<file path="src/rtl/rfsh_pkg.sv">
package rfsh_pkg;

  typedef enum logic [2:0] {
    ST_IDLE  = 3'd0,
    ST_LEAD  = 3'd1,
    ST_SWEEP = 3'd2,
    ST_DRAIN = 3'd3,
    ST_TAIL  = 3'd4
  } rfsh_state_e;

endpackage

</file>
<file path="src/rtl/rfsh_period_timer.sv">
module rfsh_period_timer #(
  parameter int PERIOD_W   = 16,
  parameter int PERIOD_RST = 25800,
  parameter int SWEEP_LEN  = 2051
) (
  input  logic                clk,
  input  logic                rst_n,
  input  logic                load_i,
  input  logic [PERIOD_W-1:0] val_i,
  output logic                tick_o,
  output logic                cfg_err_o
);

  localparam logic [PERIOD_W-1:0] RST_VAL = PERIOD_W'(PERIOD_RST);
  localparam logic [PERIOD_W-1:0] MIN_VAL = PERIOD_W'(SWEEP_LEN);

  logic [PERIOD_W-1:0] period_q, period_d;
  logic [PERIOD_W-1:0] cnt_q, cnt_d;
  logic                err_q, err_d;
  logic                running;
  logic                tick;

  always_comb begin
    running  = (period_q != '0);
    tick     = running && (cnt_q == (period_q - 1'b1)) && !load_i;
    period_d = period_q;
    cnt_d    = cnt_q;
    err_d    = err_q;
    if (load_i) begin
      period_d = val_i;
      cnt_d    = '0;
      if ((val_i != '0) && (val_i < MIN_VAL)) begin
        err_d = 1'b1;
      end
    end else if (running) begin
      cnt_d = tick ? '0 : cnt_q + 1'b1;
    end
  end

  always_ff @(posedge clk or negedge rst_n) begin
    if (!rst_n) begin
      period_q <= RST_VAL;
      cnt_q    <= '0;
      err_q    <= 1'b0;
    end else begin
      period_q <= period_d;
      cnt_q    <= cnt_d;
      err_q    <= err_d;
    end
  end

  assign tick_o    = tick;
  assign cfg_err_o = err_q;

  AST_ERR_STICKY: assert property (@(posedge clk) disable iff (!rst_n)
    err_q |=> err_q);

  AST_LOAD_RESTARTS: assert property (@(posedge clk) disable iff (!rst_n)
    load_i |=> (cnt_q == '0));

endmodule

</file>
<file path="src/rtl/rfsh_addr_gen.sv">
module rfsh_addr_gen #(
  parameter int LINES  = 256,
  parameter int SLICES = 8
) (
  input  logic                      clk,
  input  logic                      rst_n,
  input  logic                      clr_i,
  input  logic                      adv_i,
  output logic [$clog2(LINES)-1:0]  line_o,
  output logic [$clog2(SLICES)-1:0] slice_o,
  output logic                      last_o
);

  localparam int LINE_W   = $clog2(LINES);
  localparam int SLICE_AW = $clog2(SLICES);
  localparam logic [LINE_W-1:0]   LINE_MAX  = LINE_W'(LINES - 1);
  localparam logic [SLICE_AW-1:0] SLICE_MAX = SLICE_AW'(SLICES - 1);

  logic [LINE_W-1:0]   line_q, line_d;
  logic [SLICE_AW-1:0] slice_q, slice_d;
  logic                slice_wrap;

  always_comb begin
    slice_wrap = (slice_q == SLICE_MAX);
    line_d     = line_q;
    slice_d    = slice_q;
    if (clr_i) begin
      line_d  = '0;
      slice_d = '0;
    end else if (adv_i) begin
      slice_d = slice_wrap ? '0 : slice_q + 1'b1;
      if (slice_wrap) begin
        line_d = (line_q == LINE_MAX) ? '0 : line_q + 1'b1;
      end
    end
  end

  always_ff @(posedge clk or negedge rst_n) begin
    if (!rst_n) begin
      line_q  <= '0;
      slice_q <= '0;
    end else if (clr_i || adv_i) begin
      line_q  <= line_d;
      slice_q <= slice_d;
    end
  end

  assign line_o  = line_q;
  assign slice_o = slice_q;
  assign last_o  = slice_wrap && (line_q == LINE_MAX);

  AST_SLICE_STEP: assert property (@(posedge clk) disable iff (!rst_n)
    (adv_i && !clr_i && !slice_wrap) |=> (slice_q == $past(slice_q) + 1'b1));

endmodule

</file>
<file path="src/rtl/rfsh_ctrl.sv">
module rfsh_ctrl
  import rfsh_pkg::*;
(
  input  logic clk,
  input  logic rst_n,
  input  logic tick_i,
  input  logic last_i,
  output logic stall_o,
  output logic steal_o,
  output logic rd_en_o,
  output logic wr_en_o,
  output logic clr_o,
  output logic adv_o
);

  rfsh_state_e state_q, state_d;
  logic        pend_q, pend_d;
  logic        wr_en_q;
  logic        start_req;

  always_comb begin
    start_req = tick_i || pend_q;
    state_d   = state_q;
    pend_d    = pend_q;
    unique case (state_q)
      ST_IDLE: begin
        pend_d = 1'b0;
        if (start_req) state_d = ST_LEAD;
      end
      ST_LEAD: begin
        if (tick_i) pend_d = 1'b1;
        state_d = ST_SWEEP;
      end
      ST_SWEEP: begin
        if (tick_i) pend_d = 1'b1;
        if (last_i) state_d = ST_DRAIN;
      end
      ST_DRAIN: begin
        if (tick_i) pend_d = 1'b1;
        state_d = ST_TAIL;
      end
      ST_TAIL: begin
        if (tick_i) pend_d = 1'b1;
        state_d = ST_IDLE;
      end
      default: begin
        state_d = ST_IDLE;
      end
    endcase
  end

  always_ff @(posedge clk or negedge rst_n) begin
    if (!rst_n) begin
      state_q <= ST_IDLE;
      pend_q  <= 1'b0;
      wr_en_q <= 1'b0;
    end else begin
      state_q <= state_d;
      pend_q  <= pend_d;
      wr_en_q <= rd_en_o;
    end
  end

  assign stall_o = (state_q != ST_IDLE);
  assign steal_o = (state_q == ST_SWEEP) || (state_q == ST_DRAIN);
  assign rd_en_o = (state_q == ST_SWEEP);
  assign wr_en_o = wr_en_q;
  assign clr_o   = (state_q == ST_LEAD);
  assign adv_o   = (state_q == ST_SWEEP);

  AST_NO_PREEMPT: assert property (@(posedge clk) disable iff (!rst_n)
    (state_q == ST_SWEEP && !last_i) |=> (state_q == ST_SWEEP));

  AST_HELD_START: assert property (@(posedge clk) disable iff (!rst_n)
    (state_q == ST_TAIL && (pend_q || tick_i)) |=> ##1 (state_q == ST_LEAD));

endmodule

</file>
<file path="src/rtl/dyncache_refresh_seq.sv">
module dyncache_refresh_seq #(
  parameter int LINES      = 256,
  parameter int SLICES     = 8,
  parameter int SLICE_W    = 64,
  parameter int PERIOD_W   = 16,
  parameter int PERIOD_RST = 25800,
  parameter int LINE_W     = $clog2(LINES),
  parameter int SLICE_AW   = $clog2(SLICES)
) (
  input  logic                clk,
  input  logic                rst_n,
  input  logic                period_we_i,
  input  logic [PERIOD_W-1:0] period_i,
  input  logic [SLICE_W-1:0]  rd_data_i,
  output logic                stall_o,
  output logic                steal_o,
  output logic                rd_en_o,
  output logic [LINE_W-1:0]   rd_line_o,
  output logic [SLICE_AW-1:0] rd_slice_o,
  output logic                tag_rd_o,
  output logic                wr_en_o,
  output logic [LINE_W-1:0]   wr_line_o,
  output logic [SLICE_AW-1:0] wr_slice_o,
  output logic [SLICE_W-1:0]  wr_data_o,
  output logic                tag_wr_o,
  output logic                cfg_err_o
);

  localparam int SWEEP_LEN = LINES * SLICES + 3;

  logic                tick;
  logic                last;
  logic                clr;
  logic                adv;
  logic                rd_en;
  logic                wr_en;
  logic [LINE_W-1:0]   rd_line;
  logic [SLICE_AW-1:0] rd_slice;
  logic [LINE_W-1:0]   wb_line_q;
  logic [SLICE_AW-1:0] wb_slice_q;

  rfsh_period_timer #(
    .PERIOD_W   (PERIOD_W),
    .PERIOD_RST (PERIOD_RST),
    .SWEEP_LEN  (SWEEP_LEN)
  ) u_timer (
    .clk       (clk),
    .rst_n     (rst_n),
    .load_i    (period_we_i),
    .val_i     (period_i),
    .tick_o    (tick),
    .cfg_err_o (cfg_err_o)
  );

  rfsh_ctrl u_ctrl (
    .clk     (clk),
    .rst_n   (rst_n),
    .tick_i  (tick),
    .last_i  (last),
    .stall_o (stall_o),
    .steal_o (steal_o),
    .rd_en_o (rd_en),
    .wr_en_o (wr_en),
    .clr_o   (clr),
    .adv_o   (adv)
  );

  rfsh_addr_gen #(
    .LINES  (LINES),
    .SLICES (SLICES)
  ) u_addr (
    .clk     (clk),
    .rst_n   (rst_n),
    .clr_i   (clr),
    .adv_i   (adv),
    .line_o  (rd_line),
    .slice_o (rd_slice),
    .last_o  (last)
  );

  always_ff @(posedge clk or negedge rst_n) begin
    if (!rst_n) begin
      wb_line_q  <= '0;
      wb_slice_q <= '0;
    end else if (rd_en) begin
      wb_line_q  <= rd_line;
      wb_slice_q <= rd_slice;
    end
  end

  assign rd_en_o    = rd_en;
  assign rd_line_o  = rd_line;
  assign rd_slice_o = rd_slice;
  assign tag_rd_o   = rd_en && (rd_slice == '0);
  assign wr_en_o    = wr_en;
  assign wr_line_o  = wb_line_q;
  assign wr_slice_o = wb_slice_q;
  assign wr_data_o  = rd_data_i;
  assign tag_wr_o   = wr_en && (wb_slice_q == '0);

  AST_RESET_QUIET: assert property (@(posedge clk)
    !rst_n |-> !(stall_o || steal_o || rd_en_o || wr_en_o || cfg_err_o));

  AST_PORTS_IN_STEAL: assert property (@(posedge clk) disable iff (!rst_n)
    (rd_en_o || wr_en_o) |-> steal_o);

  AST_STEAL_IN_STALL: assert property (@(posedge clk) disable iff (!rst_n)
    steal_o |-> stall_o);

  AST_STALL_LEADS: assert property (@(posedge clk) disable iff (!rst_n)
    $rose(steal_o) |-> $past(stall_o));

  AST_STALL_TRAILS: assert property (@(posedge clk) disable iff (!rst_n)
    $fell(steal_o) |-> stall_o);

  AST_WB_NEXT: assert property (@(posedge clk) disable iff (!rst_n)
    rd_en_o |=> (wr_en_o && wr_line_o == $past(rd_line_o)
                 && wr_slice_o == $past(rd_slice_o)));

  AST_TAG_PAIR: assert property (@(posedge clk) disable iff (!rst_n)
    tag_rd_o |=> tag_wr_o);

endmodule

</file>
<file path="config.mk">
export PLATFORM = sky130hd
export DESIGN_NAME = dyncache_refresh_seq
export DESIGN_NICKNAME = d
export VERILOG_FILES = /design/src/rtl/rfsh_pkg.sv /design/src/rtl/rfsh_period_timer.sv /design/src/rtl/rfsh_addr_gen.sv /design/src/rtl/rfsh_ctrl.sv /design/src/rtl/dyncache_refresh_seq.sv
export SDC_FILE = /design/constraint.sdc
export NUM_CORES = 1
export LEC_CHECK = 0
export ABC_AREA = 0
export BUFFER_PORTS_ARGS = -buffer_cell sky130_fd_sc_hd__buf_2
export CAP_MARGIN = 20
export CORE_MARGIN = 2
export CORE_UTILIZATION = 48
export DETAILED_ROUTE_END_ITERATION = 10
export GPL_TIMING_DRIVEN = 0
export PLACE_DENSITY = 0.84
export SLEW_MARGIN = 20
export SYNTH_ARGS = -nofsm -noshare
export SYNTH_HDL_FRONTEND = slang
export SYNTH_SLANG_ARGS = --single-unit
</file>
<file path="constraint.sdc">
create_clock -name clk -period 3.6 [get_ports clk]
set_input_delay 0.36 -clock clk [delete_from_list [all_inputs] [get_ports clk]]
set_output_delay 0.36 -clock clk [all_outputs]
set_load 0.01 [all_outputs]
</file>
**After elaboration in Yosys (flattened, before gate mapping)**

Cells that the tools add are included.

- Eq/ne operators: 10
- Magnitude comparators: 1
- Mux-type cells: 15
- Add/subtract/negate cells: 4
- Reduce and logical (&&, ||, !) cells: 26

Operators with widths:

| kind | number |
|---|---|
| $mux W16 | 3 |
| $mux W8 | 4 |
| $reduce_bool A16 Y1 | 2 |
| $add A16 B1 Y16 const B | 1 |
| $eq A16 B16 Y1 | 1 |
| $lt A16 B12 Y1 const B | 1 |
| $sub A16 B1 Y16 const B | 1 |
| $mux W3 | 5 |
| $pmux W3 S4 | 1 |
| $logic_not A3 Y1 | 3 |
| $add A8 B1 Y8 const B | 1 |
| $eq A8 B8 Y1 const B | 1 |
| $reduce_and A2 Y1 | 4 |
| $reduce_bool A2 Y1 | 4 |
| $eq A3 B2 Y1 const B | 2 |
| $eq A3 B3 Y1 const B | 2 |
| $logic_and A1 B1 Y1 | 6 |
| $ne A2 B1 Y1 const B | 2 |
| $reduce_or A4 Y1 | 1 |
| $add A3 B1 Y3 const B | 1 |
| $eq A3 B1 Y1 const B | 1 |
| $logic_or A1 B1 Y1 | 3 |
| $reduce_and A3 Y1 | 1 |
| $reduce_bool A3 Y1 | 1 |
| other kinds (4) | 4 |

- Output and inout bits: 93
- Flip-flop bits (word level): 60
- Bits of input ports: 83

**Longest topological paths before layout**

Gate-level depths: netlist of the first run.

- Depth in word-level cells: 7
- Gate-level depth with buffers: 13
- Gate-level depth less buffers: 10

**By module**

A second synthesis of the first run with hierarchy kept.

- Cell total of the unflattened synthesis: 399
- Area, all modules: 3,880.0 um^2

By module, submodules not included:

| module | instances | area each (um^2) | cells an instance |
|---|---|---|---|
| rfsh_period_timer | 1 | 2,118.3 | 230 |
| dyncache_refresh_seq | 1 | 957.2 | 89 |
| rfsh_addr_gen | 1 | 581.8 | 60 |
| rfsh_ctrl | 1 | 222.7 | 20 |

**Least setup slack after synthesis of the first run**

Ideal clock, no wire load.

- Path type: flip-flop to flip-flop
- Start point: register u_timer.period_q[0]
- End point: register u_timer.cnt_q[6]
- Library setup time: 0.082 ns
- Required time: 3.518 ns
- Clock period less this slack: 2.590 ns
- Cell stages (with the launch flop): 13
- Arrival: 2.508 ns
- Path slack: 1.010 ns
- Path through: dfrtp_1 > inv_1 > ha_1 > nor2b_1 > and3_1 > buf_6 > mux2i_1 > o31ai_1 > a22oi_1 > and4_4 > buf_6 > or4_1 > a31oi_1

- Word-level cells in the longest chain between the ends: 7
- Elaborated cells between the ends (all ways): 9
- Classes of those cells: add/sub (1); eq/ne (1); mux (3); reduce/logical (4)

RTL lines:

| element | RTL line | source |
|---|---|---|
| start: declaration | rfsh_period_timer.sv:17 | `logic [PERIOD_W-1:0] period_q, period_d;` |
| start signal: assignment | rfsh_period_timer.sv:46 | `period_q <= period_d;` |
| $sub A16 B1 Y16 | rfsh_period_timer.sv:25 | `tick = running && (cnt_q == (period_q - 1'b1)) && !load_i;` |
| $eq A16 B16 Y1 | rfsh_period_timer.sv:25 |  |
| $logic_and A1 B1 Y1 (2 in a row) | rfsh_period_timer.sv:25 |  |
| $mux W16 | rfsh_period_timer.sv:36 | `cnt_d = tick ? '0 : cnt_q + 1'b1;` |
| $mux W16 | rfsh_period_timer.sv:35 | `end else if (running) begin` |
| $mux W16 | rfsh_period_timer.sv:29 | `if (load_i) begin` |
| end signal: assignment | rfsh_period_timer.sv:47 | `cnt_q <= cnt_d;` |
| end: declaration | rfsh_period_timer.sv:18 | `logic [PERIOD_W-1:0] cnt_q, cnt_d;` |

Parallel ways exist; a longest one is shown, timed or not. The select of a mux whose other input is x is not followed.
A chain may end at the register's enable or synchronous reset.

**Worst setup path in the final report of the first run**

Ends and elaborated chain as after synthesis.

==> impl_metrics.ini, run 1 <==
[final_layout]
num-nets-final = 624
final_cell_mix = sky130_fd_sc_hd__buf_2 (113), sky130_fd_sc_hd__buf_4 (65), sky130_fd_sc_hd__dfrtp_1 (54)
layout.cells.most_common = sky130_fd_sc_hd__buf_2
design_area_um2 = 4840
multi_input_comb_area_um2 = 1790
final_layout_size_suffix_gt1_share_pct = 43.2
regArea_um2 = 1510
area_overhead_vs_synth_pct = 23.9
antenna-diode-count = 0
filler_cell_count = 651

[routing]
finalWirelength_um = 9780
drt_first_pass_iters = 4
drt-vias-per-instance = 5.42
first_iter_violations = 222
routedWlPerCell_um = 15.3
vias = 3472
detail-route-antenna-nets = 0
detail_route.drc_violations = 0

[critical_path]
ff2ff_setup_slack_ns = 0.63
r2r_end = u_timer.cnt_q[6]
setup.worst_path.start_class = flip-flop
worst_r2r_path_depth = 12
origin_of_the_critical_flop_to_flop_path = u_timer.period_q[0]
worstSetupPathType = flip-flop to flip-flop
setup.worst_path.start = u_timer.period_q[0]
endpoint_kind = flip-flop
cp_max_fo = 10
required_ns = 3.86
worst-endpoint-arrival_ns = 3.23

[timing]
finalHoldViolCount = 0
rsz0062_at_grt = no
layout_min_cycle_time_ns = 2.97
finalWorstSetupSlack_ns = 0.630
final-setup-viol-count = 0
maxClockFrequency_ghz = 0.337
slew_headroom_pct = 50.0
setup_tns_ns = 0
slew_viol_final = 0
tightest_slew_ns = 0.751
final.setup_skew_ns = 0.00764
fin_crit_sh_pct = 82.5

[yosys]
syn-mean-instance-area_um2 = 9.49
number_of_synthesized_flops_with_an_enable_pin = 0
synth.lib_cells_used.distinct = 55
synth_fp_nets = 502
synth_async_sr_flop_share_pct = 100
netlist_instances = 412
ys.flop_type = sky130_fd_sc_hd__dfrtp_1
synth_seq_cells = 60
syn_area_um2 = 3910
ys.warnings.count = 0
synth-seq-area-share_pct = 38.6

[pwr]
p_leak_uw = 0.00233
ir_drop_uv = 400
cellPowerDensity_nw_per_um2 = 455

[floorplan]
placementRows = 32
die_h_um = 94.3
effective_utilization_at_floorplan_pct = 50.1
die_w_um = 94.3
coreArea_um2 = 7810
num_io_pins = 176
floorplan.die_area_um2 = 8890

[cts]
clk-insertion-delay-late_ns = 0.34
clkTransAtPathRegs_ns = 0.07
clk_sinks = 60
cts.path.max_buffers = 2
post_cts.resized_instances = 0
postCtsSetupBuffers = 0
clock-root-buffer = sky130_fd_sc_hd__clkbuf_8
cts_hold_buf = 0
numCtsBuffers = 9
tritoncts_clock_tree = done
cts_htree_levels = 3

[global_route]
via_count_of_the_first_global_routing_pass = 3332
track_usage_pct = 22.1
grt_overflow_total = 0
grt_pass1_wl_um = 15300
grt_start_max_net_pins = 61
grt_antenna_before_repair = 0

[placed_design]
dp_worst_setup_slack_ns = 0.665
globalplace.congestion = 0.866
numPortBuffers = 111
place_area_um2 = 4600
hpwlAfterDp_um = 7220

[hold_path]
min-delay-path-class = primary input to asynchronous set/reset pin

[run]
max_capacitance_violation_count = 0

[run_status]
outcome = completed
-- registers in the layout, indices dropped and copies added (netlist names), 3 cells and up --
register	flops
u_timer.cnt_q	16
u_timer.period_q	16
u_addr.line_o	8
wr_line_o	8
u_addr.slice_o	3
u_ctrl.state_q	3
wr_slice_o	3
-- logic make-up after synthesis --
logic type	count (synthesis)	synth area share [%]
AND/OR/NAND/NOR	147	21.6
buffers and inverters	93	15.7
flip-flops	60	38.6
AO/OA/AOI/OAI	50	7.97
XOR/XNOR	28	6.27
multiplexers	27	7.65
adder cells (fa/ha/maj)	7	2.24
-- how the worst max path moves through the flow --
stage,end,slack [ns],depth (start not counted)
3_3_place_gp,u_timer.cnt_q[6],0.74,12
3_5_place_dp,u_timer.cnt_q[6],0.66,12
2_1_floorplan,u_timer.cnt_q[6],1.01,12
5_1_grt,u_timer.cnt_q[6],0.45,12
6_report,u_timer.cnt_q[6],0.63,12
4_1_cts,u_timer.cnt_q[6],0.64,12
-- cells in the mapped netlist (4+ instances only) --
| cell type | count | area [um2] |
|---|---|---|
| sky130_fd_sc_hd__a21oi_1 | 12 | 60.1 |
| sky130_fd_sc_hd__a31oi_1 | 7 | 43.8 |
| sky130_fd_sc_hd__and2_1 | 6 | 37.5 |
| sky130_fd_sc_hd__and3_1 | 4 | 25.0 |
| sky130_fd_sc_hd__and4_1 | 4 | 35.0 |
| sky130_fd_sc_hd__buf_4 | 64 | 480 |
| sky130_fd_sc_hd__clkbuf_1 | 12 | 45.0 |
| sky130_fd_sc_hd__dfrtp_1 | 54 | 1350 |
| sky130_fd_sc_hd__dfstp_2 | 6 | 158 |
| sky130_fd_sc_hd__ha_1 | 7 | 87.6 |
| sky130_fd_sc_hd__inv_1 | 11 | 41.3 |
| sky130_fd_sc_hd__mux2_2 | 23 | 259 |
| sky130_fd_sc_hd__mux2i_1 | 4 | 40.0 |
| sky130_fd_sc_hd__nand2_1 | 34 | 128 |
| sky130_fd_sc_hd__nand3_1 | 11 | 55.1 |
| sky130_fd_sc_hd__nand3b_1 | 5 | 37.5 |
| sky130_fd_sc_hd__nand4_1 | 10 | 62.6 |
| sky130_fd_sc_hd__nor2_1 | 22 | 82.6 |
| sky130_fd_sc_hd__nor3_1 | 17 | 85.1 |
| sky130_fd_sc_hd__nor4_1 | 4 | 25.0 |
| sky130_fd_sc_hd__o21ai_0 | 14 | 70.1 |
| sky130_fd_sc_hd__or4_1 | 7 | 52.6 |
| sky130_fd_sc_hd__xnor2_1 | 16 | 140 |
| sky130_fd_sc_hd__xor2_1 | 12 | 105 |
-- critical path: stages, from the launching register on --
cell and delay [ns]:
sky130_fd_sc_hd__dfrtp_1 0.41, sky130_fd_sc_hd__inv_1 0.11, sky130_fd_sc_hd__ha_1 0.19, sky130_fd_sc_hd__nor2b_1 0.32
sky130_fd_sc_hd__and3_1 0.27, sky130_fd_sc_hd__buf_6 0.16, sky130_fd_sc_hd__mux2i_1 0.08, sky130_fd_sc_hd__o31ai_1 0.23
sky130_fd_sc_hd__a22oi_1 0.15, sky130_fd_sc_hd__and4_4 0.19, sky130_fd_sc_hd__buf_6 0.13, sky130_fd_sc_hd__or4_1 0.50
sky130_fd_sc_hd__a31oi_1 0.16
-- where the power goes --
group,switching [uW],internal [uW]
Clock,273,480
Combinational,313,286
Sequential,92.4,759
Total,678,1530
-- per-stage QoR --
stage / hold WS (ns) / power, uW / util [%] / std cells
floorplan: 0.0644 / 1240 / - / 412
global placement: 0.448 / 1430 / 58.8 / 625
detailed placement: 0.465 / 1460 / 58.9 / 625
CTS: 0.113 / 2210 / 62.0 / 641
global route: 0.144 / 2310 / 62.1 / 641
finish: 0.0751 / 2200 / 62.1 / 641
-- area by class of cell --
| cell class | instances | area share, % |
|---|---|---|
| Sequential cell | 60 | 31.1 |
| Timing Repair Buffer | 111 | 11.5 |
| Clock buffer | 12 | 3.00 |
| Multi-Input combinational cell | 259 | 37.0 |
| Inverter | 11 | 0.852 |
| Buffer | 82 | 11.9 |
| Clock inverter | 4 | 2.01 |
| Tap cell | 102 | 2.63 |
-- routing by layer --
| layer | GRT usage [%] | vias to the layer above | wire [um] |
|---|---|---|---|
| met3 | 4.74 | 18 | 620 |
| met4 | 8.09 | 0 | 179 |
| li1 | - | 1632 | - |
| met1 | 24.7 | 1663 | 3810 |
| met5 | 0 | - | 0 |
| met2 | 40.8 | 159 | 5170 |
No activity file was read; power rests on OpenSTA's default activity.
==> run 2: changes to the inputs <==
- clock period: 3.6 -> 3.1 ns (I/O delays scaled with it)
==> run 2 against run 1 <==
Against the previous run: design area up 0.18%; count of clock-buffer cells in the layout stayed put; sequential share of layout area down 0.056 points; critical endpoint unchanged; highest routed layer unchanged; via count up 0.49%; worst setup slack got worse by 0.43 ns; sequential cell count is the same; register-to-register slack worse by 0.43 ns; wire length is 0.94% higher; core utilization is 0.11 points higher; sequential power increased by 16%.
==> impl_metrics.ini, run 2 (synthesis gave the netlist of run 1 again) <==
[pwr]
power.share.sequential_pct = 38.7
p_leak_uw = 0.00233
internal_pwr_total_uw = 1770
ir_drop_uv = 464
netSwitchingPower_uw = 790
cellPowerDensity_nw_per_um2 = 528
sw_frac_of_total_pct = 30.8
comb_power_share_pct = 27.2
clkPwrFrac_pct = 34.1

[cts]
clk_sinks = 60
cts_htree_levels = 3
clkTransAtPathRegs_ns = 0.07
cts_hold_buf = 0
numCtsBuffers = 9
clock-root-buffer = sky130_fd_sc_hd__clkbuf_8
cts.path.max_buffers = 2
tritoncts_clock_tree = done
clk-insertion-delay-late_ns = 0.34

[floorplan]
floorplan.die_area_um2 = 8890
die_w_um = 94.3
coreArea_um2 = 7810
placementRows = 32
num_io_pins = 176
die_h_um = 94.3
effective_utilization_at_floorplan_pct = 50.1

[critical_path]
timing.critical_path.cells = inv_1, ha_1, nor2b_2, and3_1, buf_6, mux2i_1, o31ai_1, a22oi_1, and4_4, buf_6, or4_1, a31oi_1
critPathBufInv = 3
endpoint_kind = flip-flop
origin_of_the_critical_flop_to_flop_path = u_timer.period_q[0]
r2r_end = u_timer.cnt_q[6]
slowest_stage = sky130_fd_sc_hd__or4_1
critPathMostFrequentCell = sky130_fd_sc_hd__buf_6
worst_r2r_path_depth = 12
ff2ff_setup_slack_ns = 0.20
cp_max_fo = 10
worstSetupPathType = flip-flop to flip-flop
maximum_cell_stage_delay_along_the_critical_path_ns = 0.50
required_ns = 3.36
worst-endpoint-arrival_ns = 3.16
setup.worst_path.start_class = flip-flop
cpLargestDelayFamily = simple AND/OR/NAND/NOR gates

[timing]
final-setup-viol-count = 0
slew_viol_final = 0
final.setup_skew_ns = 0.00844
fin_crit_sh_pct = 93.5
setup_tns_ns = 0
finalHoldViolCount = 0
timing.hold.ws_ns = 0.0296
rsz0062_at_grt = no
layout_min_cycle_time_ns = 2.90
tightest_slew_ns = 0.761
slew_headroom_pct = 49.3
maxClockFrequency_ghz = 0.345

[final_layout]
num-nets-final = 624
reg_top3 = u_timer.cnt_q (16), u_timer.period_q (16)
filler_cell_count = 648
final_cell_mix = sky130_fd_sc_hd__buf_2 (113), sky130_fd_sc_hd__buf_4 (65), sky130_fd_sc_hd__dfrtp_1 (54)
layout.cells.most_common = sky130_fd_sc_hd__buf_2
area_overhead_vs_synth_pct = 24.1
design_area_um2 = 4850
final_layout_size_suffix_gt1_share_pct = 43.4
antenna-diode-count = 0

[routing]
vias = 3489
finalWirelength_um = 9880
detail_route.drc_violations = 0
drt_first_pass_iters = 4
drt-vias-per-instance = 5.44
detail-route-antenna-nets = 0
routedWlPerCell_um = 15.4
first_iter_violations = 181

[global_route]
grt_antenna_before_repair = 0
via_count_of_the_first_global_routing_pass = 3332
grt_start_max_net_pins = 61
grt_overflow_total = 0
grt_pass1_wl_um = 15300
track_usage_pct = 22.1

[placed_design]
numPortBuffers = 111
place_area_um2 = 4600
globalplace.congestion = 0.866
hpwlAfterDp_um = 7220

[hold_path]
min-delay-path-class = primary input to asynchronous set/reset pin

[run_status]
outcome = completed

[run]
max_capacitance_violation_count = 0
run 2: cell count changes in the layout (fill, tap and decap cells not counted):
| cell | previous run | this run |
|---|---|---|
| sky130_fd_sc_hd__nor2b_1 | 3 | 2 |
| sky130_fd_sc_hd__nor2b_2 | 0 | 1 |
| sky130_fd_sc_hd__nor3_2 | 1 | 0 |
| sky130_fd_sc_hd__nor3_4 | 0 | 1 |
run 2: routing by layer:
layer  vias up  GRT usage (%)  wire, um
met4         0           8.09       235
met5         -              0         0
met3        22           4.74       787
li1       1630              -         -
met1      1668           24.7      3670
met2       169           40.8      5180
run 2: per-stage QoR:
stage | worst slack, ns | cells | util [%] | power [uW]
after floorplan | 0.510 | 412 | - | 1440
after global placement | 0.245 | 625 | 58.8 | 1660
after detailed placement | 0.165 | 625 | 58.9 | 1690
after CTS | 0.139 | 641 | 62.0 | 2570
after global routing | 0.0251 | 641 | 62.2 | 2690
final | 0.201 | 641 | 62.2 | 2560
run 2: repair_timing:
action | 4_1_cts | 5_1_grt
setup buffers | 0 | 0
resized for setup | 0 | 2
setup endpoints to repair | 0 | 1
run 2: worst max path at each step:
stage                        start               end  cells past startpoint
2_1_floorplan  u_timer.period_q[0]  u_timer.cnt_q[6]                     12
3_3_place_gp   u_timer.period_q[0]  u_timer.cnt_q[6]                     12
3_5_place_dp   u_timer.period_q[0]  u_timer.cnt_q[6]                     12
4_1_cts        u_timer.period_q[0]  u_timer.cnt_q[6]                     12
5_1_grt        u_timer.period_q[0]  u_timer.cnt_q[6]                     12
6_report       u_timer.period_q[0]  u_timer.cnt_q[6]                     12
run 2: power by group through the flow:
| stage | logic, uW | registers [uW] | clock network (uW) |
|---|---|---|---|
| after detailed placement | 693 | 1000 | 0 |
| after CTS | 697 | 988 | 882 |
| after global placement | 665 | 994 | 0 |
| after global routing | 768 | 1010 | 917 |
| after floorplan | 437 | 1000 | 0 |
| final | 697 | 992 | 873 |
run 2: area by class of cell:
cell class / instances / area (um2) / area share, %
Buffer: 82 / 574 / 11.8
Sequential cell: 60 / 1510 / 31.1
Timing Repair Buffer: 111 / 558 / 11.5
Clock buffer: 12 / 145 / 2.99
Clock inverter: 4 / 97.6 / 2.01
Tap cell: 102 / 128 / 2.63
Multi-Input combinational cell: 259 / 1800 / 37.1
Inverter: 11 / 41.3 / 0.851
==> run 3: changes to the inputs <==
- BUFFER_PORTS_ARGS: -buffer_cell sky130_fd_sc_hd__buf_2 -> default
- CORE_UTILIZATION: 48 -> 49
- DONT_BUFFER_PORTS: default -> 1
- GPL_TIMING_DRIVEN: 0 -> default
- PLACE_DENSITY: 0.84 -> 0.66
==> run 3 against run 2 <==
Against the previous run: global-route usage decreased by 2.6 points; non-clock buffer count down 188; register-to-register slack lost 0.02 ns; sequential share of layout area is 8.8 points higher; critical path depth is 2 lower; maximum frequency fell by 0.83%; count of clock-buffer cells in the layout down 2; worst setup slack worse by 0.024 ns; highest routed layer unchanged.
==> impl_metrics.ini, run 3 (synthesis gave the netlist of run 1 again) <==
[routing]
drt_first_pass_iters = 4
first_iter_violations = 92
routedWlPerCell_um = 17.1
detail_route.drc_violations = 0
vias = 2699
drt-vias-per-instance = 5.96
detail-route-antenna-nets = 0
finalWirelength_um = 7750

[pwr]
ir_drop_uv = 452
comb_power_share_pct = 18.3
power.share.sequential_pct = 44.1
internal_pwr_total_uw = 1640
p_leak_uw = 0.00154
netSwitchingPower_uw = 703
clkPwrFrac_pct = 37.5
cellPowerDensity_nw_per_um2 = 619
sw_frac_of_total_pct = 30.0

[placed_design]
globalplace.congestion = 0.807
hpwlAfterDp_um = 5320
numPortBuffers = 0

[run]
max_capacitance_violation_count = 0

[cts]
clkTransAtPathRegs_ns = 0.07
clock-root-buffer = sky130_fd_sc_hd__clkbuf_8
postCtsSetupBuffers = 0
clk_sinks = 60
clk-insertion-delay-late_ns = 0.34
numCtsBuffers = 9
cts.path.max_buffers = 2
cts_htree_levels = 3
tritoncts_clock_tree = done

[timing]
final.setup_skew_ns = 0.00978
rsz0062_at_grt = no
layout_min_cycle_time_ns = 2.92
maxClockFrequency_ghz = 0.342
slew_viol_final = 0
fin_crit_sh_pct = 94.3
tightest_slew_ns = 0.576
final-setup-viol-count = 0
slew_headroom_pct = 61.1
timing.hold.ws_ns = 0.0275
setup_tns_ns = 0
finalHoldViolCount = 0

[final_layout]
final_layout_size_suffix_gt1_share_pct = 16.8
num-nets-final = 436
postLayoutCoreUtil_pct = 48.9
area_overhead_vs_synth_pct = -3.36
layout.cells.most_common = sky130_fd_sc_hd__dfrtp_1
final_cell_mix = sky130_fd_sc_hd__dfrtp_1 (54), sky130_fd_sc_hd__nand2_1 (34), sky130_fd_sc_hd__mux2_2 (23)
antenna-diode-count = 0
reg_top3 = u_timer.cnt_q (16), u_timer.period_q (16)

[critical_path]
required_ns = 3.37
slowest_stage = sky130_fd_sc_hd__or4_1
cp_max_fo = 22
worstSetupPathType = flip-flop to flip-flop
endpoint_kind = flip-flop
maximum_cell_stage_delay_along_the_critical_path_ns = 0.53
worst_r2r_path_depth = 10
worst-endpoint-arrival_ns = 3.19
timing.critical_path.cells = inv_1, ha_1, nor2b_1, and3_2, mux2i_1, o31ai_1, a22oi_1, and4_4, or4_1, a31oi_1
setup.worst_path.start_class = flip-flop

[floorplan]
die_h_um = 93.3
effective_utilization_at_floorplan_pct = 50.6
placementRows = 32
coreArea_um2 = 7730
floorplan.die_area_um2 = 8710
num_io_pins = 176
die_w_um = 93.3

[global_route]
track_usage_pct = 19.5
grt_pass1_wl_um = 13400
grt_antenna_before_repair = 0
grt_start_max_net_pins = 61
grt_overflow_total = 0
via_count_of_the_first_global_routing_pass = 2736

[run_status]
outcome = completed

[hold_path]
min-delay-path-class = primary input to flip-flop
worstHoldPathCells = 1
run 3: changes by cell type in the layout (fill, tap and decap cells not counted), moves of 3 or more:
cell,before,now
sky130_fd_sc_hd__buf_4,65,3
sky130_fd_sc_hd__clkbuf_1,14,0
sky130_fd_sc_hd__buf_6,3,0
sky130_fd_sc_hd__buf_2,113,0
run 3: power by group through the flow:
stage | Sequential (uW) | Clock, uW | Combinational (uW)
2_1_floorplan | 1000 | 0 | 437
3_3_place_gp | 1040 | 0 | 397
3_5_place_dp | 1050 | 0 | 414
4_1_cts | 1030 | 894 | 436
5_1_grt | 1050 | 931 | 491
6_report | 1030 | 878 | 429
run 3: final timing paths:
path,endpoint,slack (ns),from
max,u_timer.cnt_q[6],0.18,u_timer.period_q[0]
min,u_timer.cnt_q[0],0.03,period_we_i
max reg2reg,u_timer.cnt_q[6],0.18,u_timer.period_q[0]
min reg2reg,u_ctrl.pend_q,0.51,u_ctrl.pend_q
max in group asynchronous,u_timer.period_q[3],2.29,rst_n
min in group asynchronous,u_timer.cnt_q[9],0.50,rst_n
run 3: final cells by class:
type	count	area, um2
Fill cell	712	3950
Multi-Input combinational cell	259	1790
Sequential cell	60	1510
Clock buffer	10	138
Tap cell	102	128
Clock inverter	6	111
Timing Repair Buffer	5	60.1
Inverter	11	41.3
run 3: critical path, delay by kind of cell, from the launching register on:
| family | cells | cell delay (ns) |
|---|---|---|
| flip-flops | 1 | 0.42 |
| buffers and inverters | 1 | 0.11 |
| AND/OR/NAND/NOR | 4 | 1.40 |
| multiplexers | 1 | 0.11 |
| adder cells (fa/ha/maj) | 1 | 0.18 |
| AO/OA/AOI/OAI | 3 | 0.61 |
run 3: stage by stage:
stage / std cells / instance area [um2] / setup slack, ns / total power, uW
after floorplan: 412 / 3910 / 0.510 / 1440
after global placement: 435 / 3490 / 0.302 / 1440
after detailed placement: 435 / 3490 / 0.123 / 1460
after CTS: 453 / 3780 / 0.0943 / 2360
after global routing: 453 / 3780 / 0.0152 / 2470
final: 453 / 3780 / 0.176 / 2340
run 3: layer usage:
layer  up-vias  wire length (um)  global-route usage [%]
li1       1245                 -                       -
met1      1351              3350                    24.6
met2        78              3770                    30.5
met3        25               437                    5.56
met4         0               197                    9.80
met5         -                 0                       0
run 3: what timing repair did:
action,4_1_cts,5_1_grt
endpoints found under the hold margin,60,0
setup endpoints to repair,0,4
gates resized for setup,0,1
hold buffers,2,0
